**src/rtl/supseq_pkg.sv**
```systemverilog
package supseq_pkg;

  localparam int NDOM = 3;
  localparam int NMON = 4;

  typedef logic [1:0] dom_idx_t;
  typedef logic [1:0] mon_idx_t;

  localparam dom_idx_t DOM_USB = 2'd0;
  localparam dom_idx_t DOM_IO  = 2'd1;
  localparam dom_idx_t DOM_ANA = 2'd2;

  typedef enum logic [1:0] {
    ST_IDLE = 2'd0,
    ST_WAKE = 2'd1,
    ST_POLL = 2'd2,
    ST_REL  = 2'd3
  } seq_st_e;

  // The analog domain may be watched by either of two monitors.
  function automatic mon_idx_t mon_of(dom_idx_t d, logic alt);
    if (d == DOM_ANA) return alt ? 2'd3 : 2'd2;
    return mon_idx_t'(d);
  endfunction

endpackage

```
**src/rtl/supseq_rst_sync.sv**
```systemverilog
module supseq_rst_sync (
  input  logic clk,
  input  logic rst_n,
  output logic rst_sync_n
);

  logic meta_q;
  logic sync_q;

  always_ff @(posedge clk or negedge rst_n) begin
    if (!rst_n) begin
      meta_q <= 1'b0;
      sync_q <= 1'b0;
    end else begin
      meta_q <= 1'b1;
      sync_q <= meta_q;
    end
  end

  assign rst_sync_n = sync_q;

endmodule

```
**src/rtl/supseq_arbiter.sv**
```systemverilog
module supseq_arbiter #(
  parameter int N  = 3,
  parameter int IW = 2
) (
  input  logic          clk,
  input  logic          rst_n,
  input  logic [N-1:0]  pend_i,
  output logic          vld_o,
  output logic [IW-1:0] idx_o
);

  logic [N-1:0] lower_mask;

  // Lowest index wins: scan from the top so the last hit is the lowest.
  always_comb begin
    idx_o = '0;
    for (int i = N - 1; i >= 0; i--) begin
      if (pend_i[i]) idx_o = IW'(i);
    end
  end

  assign vld_o      = |pend_i;
  assign lower_mask = (N'(1) << idx_o) - N'(1);

  AST_GRANT_IS_PENDING: assert property (@(posedge clk) disable iff (!rst_n)
    vld_o |-> pend_i[idx_o]);
  AST_GRANT_IS_LOWEST: assert property (@(posedge clk) disable iff (!rst_n)
    vld_o |-> ((pend_i & lower_mask) == '0));

endmodule

```
**src/rtl/supseq_dncnt.sv**
```systemverilog
module supseq_dncnt #(
  parameter int W = 5
) (
  input  logic         clk,
  input  logic         rst_n,
  input  logic         load_i,
  input  logic [W-1:0] val_i,
  input  logic         dec_i,
  output logic         zero_o
);

  logic [W-1:0] cnt_q;
  logic [W-1:0] cnt_d;
  logic         cnt_en;

  always_comb begin
    cnt_en = load_i | (dec_i & (cnt_q != '0));
    cnt_d  = load_i ? val_i : (cnt_q - W'(1));
  end

  always_ff @(posedge clk or negedge rst_n) begin
    if (!rst_n)      cnt_q <= '0;
    else if (cnt_en) cnt_q <= cnt_d;
  end

  assign zero_o = (cnt_q == '0);

  AST_CNT_NO_WRAP: assert property (@(posedge clk) disable iff (!rst_n)
    (dec_i && !load_i && zero_o) |=> zero_o);

endmodule

```
**src/rtl/supseq_fsm.sv**
```systemverilog
module supseq_fsm
  import supseq_pkg::*;
#(
  parameter int WAKE_USB = 4,
  parameter int WAKE_IO  = 6,
  parameter int WAKE_ANA = 8,
  parameter int TMO      = 16,
  parameter int CW       = 5
) (
  input  logic             clk,
  input  logic             rst_n,
  input  logic             gnt_vld_i,
  input  dom_idx_t         gnt_idx_i,
  input  logic [NDOM-1:0]  indep_i,
  input  logic [NDOM-1:0]  keep_i,
  input  logic             ana_sel_i,
  input  logic [NMON-1:0]  mon_low_i,
  input  logic             cnt_zero_i,
  output logic             cnt_load_o,
  output logic [CW-1:0]    cnt_val_o,
  output logic             cnt_dec_o,
  output logic [NMON-1:0]  mon_en_o,
  output logic [NDOM-1:0]  rel_o,
  output logic [NDOM-1:0]  done_o,
  output logic [NDOM-1:0]  err_o,
  output logic             busy_o
);

  seq_st_e         state_q, state_d;
  dom_idx_t        cur_q, cur_d;
  logic            alt_q, alt_d;
  logic [NMON-1:0] mon_q, mon_d;
  logic [NDOM-1:0] rel_q, rel_d;
  logic [NDOM-1:0] done_q, done_d;
  logic [NDOM-1:0] err_q, err_d;
  logic            ctl_en;
  mon_idx_t        mon_cur;

  function automatic logic [CW-1:0] wake_load(dom_idx_t d);
    case (d)
      DOM_USB: return CW'(WAKE_USB - 1);
      DOM_IO:  return CW'(WAKE_IO - 1);
      default: return CW'(WAKE_ANA - 1);
    endcase
  endfunction

  assign mon_cur = mon_of(cur_q, alt_q);

  // Next-state logic
  always_comb begin
    state_d    = state_q;
    cur_d      = cur_q;
    alt_d      = alt_q;
    mon_d      = mon_q;
    rel_d      = rel_q;
    done_d     = done_q;
    err_d      = err_q;
    cnt_load_o = 1'b0;
    cnt_val_o  = '0;
    cnt_dec_o  = 1'b0;
    case (state_q)
      ST_IDLE: begin
        if (gnt_vld_i) begin
          cur_d = gnt_idx_i;
          alt_d = ana_sel_i;
          if (indep_i[gnt_idx_i]) begin
            state_d    = ST_WAKE;
            mon_d[mon_of(gnt_idx_i, ana_sel_i)] = 1'b1;
            cnt_load_o = 1'b1;
            cnt_val_o  = wake_load(gnt_idx_i);
          end else begin
            state_d = ST_REL;
          end
        end
      end
      ST_WAKE: begin
        cnt_dec_o = 1'b1;
        if (cnt_zero_i) begin
          state_d    = ST_POLL;
          cnt_load_o = 1'b1;
          cnt_val_o  = CW'(TMO - 1);
        end
      end
      ST_POLL: begin
        if (!mon_low_i[mon_cur]) begin
          state_d = ST_REL;
          if (!keep_i[cur_q]) mon_d[mon_cur] = 1'b0;
        end else if (cnt_zero_i) begin
          state_d        = ST_IDLE;
          err_d[cur_q]   = 1'b1;
          mon_d[mon_cur] = 1'b0;
        end else begin
          cnt_dec_o = 1'b1;
        end
      end
      default: begin
        rel_d[cur_q]  = 1'b1;
        done_d[cur_q] = 1'b1;
        state_d       = ST_IDLE;
      end
    endcase
  end

  assign ctl_en = (state_q != ST_IDLE) | gnt_vld_i;

  // Registers
  always_ff @(posedge clk or negedge rst_n) begin
    if (!rst_n) begin
      state_q <= ST_IDLE;
      cur_q   <= DOM_USB;
      alt_q   <= 1'b0;
      mon_q   <= '0;
      rel_q   <= '0;
      done_q  <= '0;
      err_q   <= '0;
    end else if (ctl_en) begin
      state_q <= state_d;
      cur_q   <= cur_d;
      alt_q   <= alt_d;
      mon_q   <= mon_d;
      rel_q   <= rel_d;
      done_q  <= done_d;
      err_q   <= err_d;
    end
  end

  assign mon_en_o = mon_q;
  assign rel_o    = rel_q;
  assign done_o   = done_q;
  assign err_o    = err_q;
  assign busy_o   = (state_q != ST_IDLE);

  AST_WAKE_MON_ON: assert property (@(posedge clk) disable iff (!rst_n)
    (state_q == ST_WAKE) |-> mon_q[mon_cur]);
  AST_POLL_AFTER_WAKE: assert property (@(posedge clk) disable iff (!rst_n)
    (state_q == ST_POLL && $past(state_q) == ST_WAKE) |-> $past(cnt_zero_i));
  AST_SHARED_NO_MON: assert property (@(posedge clk) disable iff (!rst_n)
    (state_q == ST_REL && $past(state_q) == ST_IDLE) |-> $stable(mon_q));
  AST_ERR_ISOLATED: assert property (@(posedge clk) disable iff (!rst_n)
    (err_q & rel_q) == '0);
  AST_REL_MONOTONIC: assert property (@(posedge clk) disable iff (!rst_n)
    ((rel_q & $past(rel_q)) == $past(rel_q)));
  AST_FLAGS_MONOTONIC: assert property (@(posedge clk) disable iff (!rst_n)
    (((done_q | err_q) & $past(done_q | err_q)) == $past(done_q | err_q)));

endmodule

```
**src/rtl/supply_iso_seq.sv**
```systemverilog
module supply_iso_seq
  import supseq_pkg::*;
#(
  parameter int WAKE_USB = 4,
  parameter int WAKE_IO  = 6,
  parameter int WAKE_ANA = 8,
  parameter int TMO      = 16
) (
  input  logic       clk,
  input  logic       rst_n,
  input  logic [2:0] req_i,
  input  logic [2:0] indep_i,
  input  logic [2:0] mon_keep_i,
  input  logic       ana_mon_sel_i,
  input  logic [3:0] mon_low_i,
  output logic [3:0] mon_en_o,
  output logic [1:0] iso_rel_o,
  output logic       ana_periph_en_o,
  output logic [2:0] done_o,
  output logic [2:0] err_o,
  output logic       busy_o
);

  localparam int MAXW1 = (WAKE_USB > WAKE_IO) ? WAKE_USB : WAKE_IO;
  localparam int MAXW2 = (MAXW1 > WAKE_ANA) ? MAXW1 : WAKE_ANA;
  localparam int MAXC  = (MAXW2 > TMO) ? MAXW2 : TMO;
  localparam int CW    = $clog2(MAXC + 1);

  logic            rst_sync_n;
  logic [NDOM-1:0] pend;
  logic            gnt_vld;
  dom_idx_t        gnt_idx;
  logic            cnt_load;
  logic [CW-1:0]   cnt_val;
  logic            cnt_dec;
  logic            cnt_zero;
  logic [NDOM-1:0] rel;
  logic [NDOM-1:0] done;
  logic [NDOM-1:0] err;

  supseq_rst_sync u_rst (
    .clk        (clk),
    .rst_n      (rst_n),
    .rst_sync_n (rst_sync_n)
  );

  assign pend = req_i & ~done & ~err;

  supseq_arbiter #(.N(NDOM), .IW(2)) u_arb (
    .clk    (clk),
    .rst_n  (rst_sync_n),
    .pend_i (pend),
    .vld_o  (gnt_vld),
    .idx_o  (gnt_idx)
  );

  supseq_dncnt #(.W(CW)) u_cnt (
    .clk    (clk),
    .rst_n  (rst_sync_n),
    .load_i (cnt_load),
    .val_i  (cnt_val),
    .dec_i  (cnt_dec),
    .zero_o (cnt_zero)
  );

  supseq_fsm #(
    .WAKE_USB (WAKE_USB),
    .WAKE_IO  (WAKE_IO),
    .WAKE_ANA (WAKE_ANA),
    .TMO      (TMO),
    .CW       (CW)
  ) u_fsm (
    .clk        (clk),
    .rst_n      (rst_sync_n),
    .gnt_vld_i  (gnt_vld),
    .gnt_idx_i  (gnt_idx),
    .indep_i    (indep_i),
    .keep_i     (mon_keep_i),
    .ana_sel_i  (ana_mon_sel_i),
    .mon_low_i  (mon_low_i),
    .cnt_zero_i (cnt_zero),
    .cnt_load_o (cnt_load),
    .cnt_val_o  (cnt_val),
    .cnt_dec_o  (cnt_dec),
    .mon_en_o   (mon_en_o),
    .rel_o      (rel),
    .done_o     (done),
    .err_o      (err),
    .busy_o     (busy_o)
  );

  assign iso_rel_o       = rel[1:0];
  assign ana_periph_en_o = rel[DOM_ANA];
  assign done_o          = done;
  assign err_o           = err;

  AST_NO_DONE_AND_ERR: assert property (@(posedge clk) disable iff (!rst_sync_n)
    (done_o & err_o) == '0);

endmodule

```
**config.mk**
```make
export PLATFORM = sky130hd
export DESIGN_NAME = supply_iso_seq
export DESIGN_NICKNAME = d
export VERILOG_FILES = /design/src/rtl/supseq_pkg.sv /design/src/rtl/supseq_rst_sync.sv /design/src/rtl/supseq_arbiter.sv /design/src/rtl/supseq_dncnt.sv /design/src/rtl/supseq_fsm.sv /design/src/rtl/supply_iso_seq.sv
export SDC_FILE = /design/constraint.sdc
export NUM_CORES = 1
export LEC_CHECK = 0
export BUFFER_PORTS_ARGS = -buffer_cell sky130_fd_sc_hd__buf_4
export CAP_MARGIN = 20
export CORE_MARGIN = 2
export CORE_UTILIZATION = 40
export DETAILED_ROUTE_END_ITERATION = 8
export HOLD_SLACK_MARGIN = 0.02
export PLACE_DENSITY = 0.74
export SLEW_MARGIN = 10
export SYNTH_ARGS = -nofsm -noshare
export SYNTH_HDL_FRONTEND = slang
export SYNTH_HIERARCHICAL = 1
export SYNTH_SLANG_ARGS = --single-unit
```
**constraint.sdc**
```tcl
create_clock -name clk -period 0.8 [get_ports clk]
set_input_delay 0.04 -clock clk [delete_from_list [all_inputs] [get_ports clk]]
set_output_delay 0.04 -clock clk [all_outputs]
set_load 0.05 [all_outputs]
```
==> results of run 1 <==
## cells in the mapped netlist (all sizes together)
cell type | number | area [sq um]
a31oi | 1 | 6.26
a211oi | 2 | 15.0
o21a | 1 | 7.51
a21oi | 11 | 62.6
clkbuf | 2 | 7.51
inv | 11 | 41.3
mux2i | 2 | 20.0
nor4b | 1 | 23.8
or3 | 3 | 18.8
a221oi | 3 | 43.8
o31a | 1 | 8.76
a311oi | 2 | 17.5
buf | 4 | 37.5
o211a | 1 | 10.0
and2 | 1 | 6.26
a21o | 5 | 37.5
nand2 | 14 | 52.6
nor4 | 1 | 6.26
nand2b | 12 | 75.1
o21ai | 7 | 38.8
nor3b | 4 | 45.1
o32ai | 1 | 8.76
dfrtp | 25 | 626
nor2b | 7 | 43.8
nor2 | 9 | 33.8
and3 | 2 | 17.5
mux2 | 3 | 33.8
o31ai | 2 | 20.0
or4b | 2 | 23.8
conb | 2 | 7.51
ha | 5 | 62.6
nand3 | 2 | 15.0
nand3b | 3 | 22.5
## worst paths after layout
kind	startpoint	endpoint	cells after the start
min	ana_mon_sel_i	u_fsm/alt_q$_DFFE_PN0P_	2
max in group asynchronous	u_rst/rst_sync_n$_DFF_PN0_	u_fsm/done_o[1]$_DFFE_PN0P_	1
min in group asynchronous	rst_n	u_rst/meta_q$_DFF_PN0_	2
min reg2reg	u_rst/rst_sync_n$_DFF_PN0_	u_fsm/err_o[0]$_DFFE_PN0P_	1
max	u_cnt/cnt_q[0]$_DFFE_PN0P_	u_cnt/cnt_q[3]$_DFFE_PN0P_	10
max reg2reg	u_cnt/cnt_q[0]$_DFFE_PN0P_	u_cnt/cnt_q[3]$_DFFE_PN0P_	10
## power breakdown
part,leakage [uW],switching [uW],internal [uW]
registers,0.000296,520,1870
clock network,0.0000255,407,349
logic,0.000913,4220,4270
total,0.00123,5150,6490
## cell type report
| class | count | area [sq um] |
|---|---|---|
| repair buffers | 86 | 783 |
| inverters | 11 | 47.5 |
| multi-input cells | 110 | 987 |
| flip-flops and latches | 25 | 634 |
| clock buffers | 3 | 41.3 |
| fillers | 268 | 1070 |
| clock inverters | 1 | 5.00 |
| well taps | 48 | 60.1 |
## sequential cells by signal, indices dropped and copies added (netlist names)
register,flops
u_fsm/state_q,2
u_fsm/err_o,3
u_fsm/done_o,3
u_rst/rst_sync_n,1
u_cnt/cnt_q,5
u_fsm/cur_q,2
u_fsm/rel_o,3
u_fsm/alt_q,1
u_rst/meta_q,1
u_fsm/mon_en_o,4
## what timing repair did
action,CTS,global route
pin swaps,13,13
gates resized for setup,44,20
setup buffers,10,11
endpoints found under the setup margin,37,37
endpoints found under the hold margin,3,1
## logic make-up (layout without fill, tap and decap cells)
group           after synthesis  in the layout  synth area share
flops                        25             25             0.418
compound gates               37             37             0.185
simple gates                 61             61             0.257
buf+inv                      17            101            0.0577
other cells                   2              2           0.00502
mux                           5              5            0.0360
fa+ha+maj                     5              5            0.0418
## through the flow
step | cells | instance area [sq um] | worst slack, ns
3_3_place_gp | 263 | 2140 | -1.38
4_1_cts | 278 | 2440 | -1.47
2_1_floorplan | 152 | 1610 | -1.44
6_report | 284 | 2560 | -1.50
5_1_grt | 284 | 2560 | -1.57
3_5_place_dp | 263 | 2140 | -1.49
## worst max-delay path, delay by kind of cell, from the launching register on
kind,cells,cell delay (ns)
adders and majority gates,1,0.16
buffers and inverters,2,0.10
DFF,1,0.37
AOI/OAI and AO/OA,3,0.46
and+or+nand+nor,4,1.15
## routing by layer
| metal | up-vias | global-route usage | routed length [microns] |
|---|---|---|---|
| li1 | 694 | - | - |
| met1 | 715 | 0.252 | 1720 |
| met2 | 57 | 0.399 | 2310 |
| met3 | 12 | 0.0428 | 208 |
| met4 | 0 | 0.104 | 123 |
| met5 | - | 0 | 0 |
==> impl_metrics.prom, run 1 <==
# TYPE chip_impl_metric gauge
chip_impl_info{name="outcome",value="finished with violations"} 1
chip_impl_info{name="violations_in_the_final_reports",value="negative setup slack"} 1
chip_impl_metric{name="clock_tree_buffer_depth",unit=""} 2
chip_impl_metric{name="netlist-cell-type-count",unit=""} 42
chip_impl_info{name="worst_path_max_delay_cell",value="or4b_4"} 1
chip_impl_info{name="timing.critical_path.cells",value="inv_2 -> ha_4 -> or4b_4 -> inv_4 -> nor2_2 -> o211a_1 -> o21a_1 -> or4b_4 -> or3_4 -> a21oi_2"} 1
chip_impl_metric{name="gp_routability_congestion",unit=""} 0.904
chip_impl_metric{name="postLayoutCoreUtil",unit=""} 0.704
chip_impl_info{name="unrepaired_setup_endpoints_after_global_routing",value="true"} 1
chip_impl_metric{name="post_drt_wl_per_cell",unit="microns"} 15.4
chip_impl_metric{name="drive_gt1_frac",unit=""} 0.610
chip_impl_info{name="cp-start-kind",value="flop"} 1
chip_impl_metric{name="worst_clock_skew",unit="ns"} 0.00426
chip_impl_info{name="mostFrequentLayoutCells",value="buf_4 (56), buf_6 (22), dfrtp_1 (18)"} 1
chip_impl_info{name="tritoncts_clock_tree",value="done"} 1
chip_impl_metric{name="power.ir.vdd_worst",unit="mV"} 2.67
chip_impl_metric{name="grt_first_pass_wirelength",unit="microns"} 7040
chip_impl_metric{name="max_freq",unit="MHz"} 434
chip_impl_metric{name="crit_path_max_cell_delay",unit="ns"} 0.48
chip_impl_metric{name="cap_viol_max_count",unit=""} 0
chip_impl_metric{name="postSynthAreaPerCell",unit="sq um"} 9.84
chip_impl_metric{name="number_of_nets_with_antenna_violations_after_routing",unit=""} 0
chip_impl_metric{name="floorplan.rows",unit=""} 22
chip_impl_metric{name="synthCells",unit=""} 152
chip_impl_metric{name="final.min_clock_period",unit="ns"} 2.30
chip_impl_metric{name="grt_use_total",unit=""} 0.222
chip_impl_metric{name="synthesis.nets",unit=""} 173
chip_impl_metric{name="fin_nets",unit=""} 258
chip_impl_metric{name="clkLatencyLatePin",unit="ns"} 0.28
chip_impl_metric{name="power-per-cell-area",unit="nW/um^2"} 4550
chip_impl_metric{name="cts_num_sinks",unit=""} 25
chip_impl_metric{name="setup_viol_count_final",unit=""} 37
chip_impl_metric{name="clock_transition_at_the_registers_of_the_reported_paths",unit="ns"} 0.09
chip_impl_metric{name="total_power",unit="uW"} 11600
chip_impl_metric{name="yosysSeqAreaShare",unit=""} 0.418
chip_impl_metric{name="hold_slack",unit="ns"} 0.00966
chip_impl_info{name="crit_path_frequent_cell",value="or4b_4"} 1
chip_impl_metric{name="timing_hold_violations_final",unit=""} 0
chip_impl_metric{name="detailed_place_hpwl",unit="microns"} 3070
chip_impl_metric{name="grt_pass1_vias",unit=""} 1510
chip_impl_metric{name="grt_antenna_before_repair",unit=""} 0
chip_impl_metric{name="drt-pass1-iter-count",unit=""} 4
chip_impl_metric{name="critical_path_required",unit="ns"} 1.01
chip_impl_metric{name="finalCritPeriodShare",unit=""} 2.88
chip_impl_info{name="final_common_cell",value="buf_4"} 1
chip_impl_metric{name="fp.dieArea",unit="sq um"} 4250
chip_impl_metric{name="area_of_the_core",unit="sq um"} 3630
chip_impl_metric{name="route.final.wire_length",unit="microns"} 4370
chip_impl_metric{name="antennaDiodeCount",unit=""} 0
chip_impl_metric{name="arrival",unit="ns"} 2.51
chip_impl_metric{name="routed_via_density",unit=""} 5.20
chip_impl_metric{name="port_buffers",unit=""} 29
chip_impl_metric{name="highest_fanout_seen_on_the_critical_path",unit=""} 2
chip_impl_metric{name="ys_warn_count",unit=""} 6
chip_impl_metric{name="die-height",unit="microns"} 65.2
chip_impl_metric{name="fin_tns_setup",unit="ns"} -28.54
chip_impl_metric{name="post_synth_instance_area",unit="sq um"} 1500
chip_impl_metric{name="final.setup.worst_slack",unit="ns"} -1.50
chip_impl_metric{name="cts.htree.levels",unit=""} 1
chip_impl_metric{name="cts_hold_buf",unit=""} 1
chip_impl_metric{name="grt_max_degree",unit=""} 15
chip_impl_metric{name="leakagePower",unit="uW"} 0.00123
chip_impl_metric{name="post-route-drc-count",unit=""} 0
chip_impl_metric{name="numCtsBuffers",unit=""} 3
chip_impl_metric{name="flow.area_growth_from_synthesis",unit="%"} 71.0
chip_impl_metric{name="io_pins",unit=""} 30
chip_impl_metric{name="detailedRoute.firstIterationViolations",unit=""} 49
chip_impl_metric{name="timing.final.max_slew_violations",unit=""} 0
chip_impl_metric{name="yosys_register_bits",unit=""} 25
chip_impl_metric{name="vias",unit=""} 1478
chip_impl_metric{name="ff2ff_setup_slack",unit="ns"} -1.50
chip_impl_metric{name="die_width",unit="microns"} 65.2
chip_impl_info{name="root_buffer",value="clkbuf_8"} 1
chip_impl_metric{name="grt.overflow.total",unit=""} 0
chip_impl_info{name="crit_type",value="reg -> reg"} 1
chip_impl_info{name="worst_setup_path_end_kind",value="flop"} 1
chip_impl_info{name="tightest_hold_check_type",value="in -> reg"} 1
chip_impl_metric{name="initial_core_util",unit=""} 0.412
No activity file was read; power rests on OpenSTA's default activity.
==> inputs of run 2 (changes only) <==
--- a/config.mk
+++ b/config.mk
@@ -7,11 +7,13 @@
 export LEC_CHECK = 0
 export BUFFER_PORTS_ARGS = -buffer_cell sky130_fd_sc_hd__buf_4
 export CAP_MARGIN = 20
+export CELL_PAD_IN_SITES_DETAIL_PLACEMENT = 1
+export CELL_PAD_IN_SITES_GLOBAL_PLACEMENT = 1
 export CORE_MARGIN = 2
-export CORE_UTILIZATION = 40
+export CORE_UTILIZATION = 37
 export DETAILED_ROUTE_END_ITERATION = 8
 export HOLD_SLACK_MARGIN = 0.02
-export PLACE_DENSITY = 0.74
+export PLACE_DENSITY = 0.79
 export SLEW_MARGIN = 10
 export SYNTH_ARGS = -nofsm -noshare
 export SYNTH_HDL_FRONTEND = slang
==> run 2 against run 1 <==
The run still ends with negative setup slack left. Critical path depth shrank 1. Total power grew 13%. Clock-buffer cell count stayed put. Combinational power is 16% higher. Sequential cell count is the same. Die area increased by 7.6%. Clock power is 11% higher. Non-clock buffer count increased by 9. Highest routed layer unchanged.
==> impl_metrics.prom, run 2 (synthesis gave the netlist of run 1 again) <==
# TYPE chip_impl_metric gauge
chip_impl_metric{name="gp_routability_congestion",unit=""} 0.825
chip_impl_metric{name="cap_viol_max_count",unit=""} 0
chip_impl_metric{name="ff2ff_path_depth",unit=""} 9
chip_impl_metric{name="detailedRoute.firstIterationViolations",unit=""} 76
chip_impl_metric{name="area_of_the_core",unit="sq um"} 3940
chip_impl_metric{name="number_of_nets_with_antenna_violations_after_routing",unit=""} 0
chip_impl_info{name="root_buffer",value="clkbuf_8"} 1
chip_impl_metric{name="die-height",unit="microns"} 67.6
chip_impl_metric{name="fin_nets",unit=""} 267
chip_impl_info{name="hold_path.startpoint",value="ana_mon_sel_i"} 1
chip_impl_info{name="crit_type",value="reg -> reg"} 1
chip_impl_metric{name="cts_num_sinks",unit=""} 25
chip_impl_info{name="critPathTopFamily",value="simple AND/OR/NAND/NOR gates"} 1
chip_impl_metric{name="initial_core_util",unit=""} 0.380
chip_impl_metric{name="grt_antenna_before_repair",unit=""} 0
chip_impl_metric{name="arrival",unit="ns"} 2.68
chip_impl_metric{name="power-per-cell-area",unit="nW/um^2"} 4860
chip_impl_metric{name="critical_path_buf_inv_count",unit=""} 1
chip_impl_metric{name="timing_hold_violations_final",unit=""} 0
chip_impl_metric{name="grt_first_pass_wirelength",unit="microns"} 8740
chip_impl_info{name="timing.critical_path.cells",value="nor3b_4 -> nor3b_4 -> nand3b_1 -> o21ai_2 -> nand3_2 -> a221oi_4 -> buf_6 -> a21oi_4 -> a311oi_2"} 1
chip_impl_metric{name="flow.area_growth_from_synthesis",unit="%"} 81.3
chip_impl_metric{name="placement.cell_area",unit="sq um"} 2150
chip_impl_metric{name="cts_hold_buf",unit=""} 1
chip_impl_info{name="unrepaired_setup_endpoints_after_global_routing",value="true"} 1
chip_impl_info{name="worst_r2r_startpoint",value="u_fsm/err_o[2]$_DFFE_PN0P_"} 1
chip_impl_metric{name="max_freq",unit="MHz"} 400
chip_impl_metric{name="cts.htree.levels",unit=""} 1
chip_impl_metric{name="drive_gt1_frac",unit=""} 0.641
chip_impl_metric{name="numCtsBuffers",unit=""} 3
chip_impl_metric{name="clock_transition_at_the_registers_of_the_reported_paths",unit="ns"} 0.10
chip_impl_metric{name="worst_clock_skew",unit="ns"} 0.00212
chip_impl_metric{name="floorplan.rows",unit=""} 23
chip_impl_info{name="tightest_hold_check_type",value="in -> reg"} 1
chip_impl_metric{name="clock_tree_buffer_depth",unit=""} 2
chip_impl_info{name="worst_path_max_delay_cell",value="dfrtp_2"} 1
chip_impl_metric{name="hold_depth",unit=""} 2
chip_impl_metric{name="drt-pass1-iter-count",unit=""} 4
chip_impl_info{name="cp-start-kind",value="flop"} 1
chip_impl_metric{name="leakagePower",unit="uW"} 0.00130
chip_impl_metric{name="io_pins",unit=""} 30
chip_impl_info{name="worst_setup_path_end_kind",value="flop"} 1
chip_impl_metric{name="final_cell_area",unit="sq um"} 2710
chip_impl_metric{name="clkLatencyLatePin",unit="ns"} 0.29
chip_impl_metric{name="fin_tns_setup",unit="ns"} -32.60
chip_impl_metric{name="worst_slack_placed",unit="ns"} -1.55
chip_impl_info{name="rr_endpoint",value="u_fsm/mon_en_o[1]$_DFFE_PN0P_"} 1
chip_impl_metric{name="power.ir.vdd_worst",unit="mV"} 2.66
chip_impl_metric{name="route.final.wire_length",unit="microns"} 7540
chip_impl_metric{name="detailed_place_hpwl",unit="microns"} 3690
chip_impl_info{name="final_common_cell",value="buf_4"} 1
chip_impl_metric{name="largest_register_ffs",unit=""} 5
chip_impl_metric{name="grt_use_total",unit=""} 0.269
chip_impl_info{name="mostFrequentLayoutCells",value="buf_4 (64), buf_6 (22), dfrtp_1 (19)"} 1
chip_impl_metric{name="antennaDiodeCount",unit=""} 0
chip_impl_metric{name="final-instance-count-excl-fill",unit=""} 295
chip_impl_metric{name="grt_max_degree",unit=""} 24
chip_impl_info{name="largest-register",value="u_cnt/cnt_q"} 1
chip_impl_metric{name="die_width",unit="microns"} 67.6
chip_impl_metric{name="grt_pass1_vias",unit=""} 1683
chip_impl_metric{name="post_drt_wl_per_cell",unit="microns"} 25.6
chip_impl_metric{name="post-route-drc-count",unit=""} 0
chip_impl_info{name="tritoncts_clock_tree",value="done"} 1
chip_impl_metric{name="timing.final.max_slew_violations",unit=""} 0
chip_impl_info{name="violations_in_the_final_reports",value="negative setup slack"} 1
chip_impl_metric{name="post-place-cells",unit=""} 265
chip_impl_metric{name="fp.dieArea",unit="sq um"} 4570
chip_impl_metric{name="grt.overflow.total",unit=""} 0
chip_impl_info{name="outcome",value="finished with violations"} 1
chip_impl_metric{name="ff2ff_setup_slack",unit="ns"} -1.70
chip_impl_info{name="crit_path_frequent_cell",value="nor3b_4"} 1
chip_impl_info{name="hold-path-endpoint",value="u_fsm/alt_q$_DFFE_PN0P_"} 1
chip_impl_metric{name="final.min_clock_period",unit="ns"} 2.50
chip_impl_metric{name="setup_viol_count_final",unit=""} 37
chip_impl_metric{name="port_buffers",unit=""} 29
chip_impl_metric{name="vias",unit=""} 1689
chip_impl_metric{name="critical_path_required",unit="ns"} 0.98
chip_impl_metric{name="finalCritPeriodShare",unit=""} 3.13
chip_impl_metric{name="crit_path_max_cell_delay",unit="ns"} 0.45
chip_impl_metric{name="routed_via_density",unit=""} 5.73
chip_impl_metric{name="highest_fanout_seen_on_the_critical_path",unit=""} 7
chip_impl_metric{name="final.setup.worst_slack",unit="ns"} -1.70
run 2: repair_timing:
item                       CTS  global route
setup buffers               13            17
setup endpoints to repair   37            37
hold endpoints to repair     3             1
resized for setup           42            30
pin swaps                   13            18
run 2: how the worst max path moves through the flow:
stage / from / endpoint / slack, ns / depth (start not counted)
6_report: u_fsm/err_o[2]$_DFFE_PN0P_ / u_fsm/mon_en_o[1]$_DFFE_PN0P_ / -1.70 / 9
5_1_grt: u_fsm/err_o[2]$_DFFE_PN0P_ / u_fsm/mon_en_o[1]$_DFFE_PN0P_ / -1.73 / 9
4_1_cts: u_cnt/cnt_q[1]$_DFFE_PN0P_ / u_cnt/cnt_q[3]$_DFFE_PN0P_ / -1.51 / 10
3_5_place_dp: u_cnt/cnt_q[0]$_DFFE_PN0P_ / u_cnt/cnt_q[3]$_DFFE_PN0P_ / -1.55 / 10
3_3_place_gp: u_cnt/cnt_q[0]$_DFFE_PN0P_ / u_cnt/cnt_q[3]$_DFFE_PN0P_ / -1.42 / 10
2_1_floorplan: u_cnt/cnt_q[0]$_DFFE_PN0P_ / u_cnt/cnt_q[3]$_DFFE_PN0P_ / -1.44 / 10
run 2: layout make-up:
cell class	instances	area, sq um
Clock inverter	1	7.51
Multi-Input combinational cell	110	1060
Timing Repair Buffer	95	863
Clock buffer	3	41.3
Sequential cell	25	633
Fill cell	396	1230
Inverter	11	47.5
Tap cell	50	62.6
run 2: per-stage QoR:
step,hold WS [ns],power [uW],utilization
finish,0.000945,13200,0.688
global route,0.000113,13600,0.688
CTS,0.0106,11300,0.627
detailed placement,-0.177,9050,0.546
global placement,-0.178,8640,0.546
floorplan,-0.256,6520,-
run 2: where the power goes:
part           internal [uW]  total (uW)  switching (uW)
sequential              1860        2460             596
combinational           4630        9880            5250
clock                    356         840             484
total                   6850       13200            6330
run 2: per-layer routing:
metal  routed length (microns)  track usage
met1                      2760        0.299
met2                      3990        0.511
met3                       367       0.0300
met4                       431        0.112
met5                         0            0
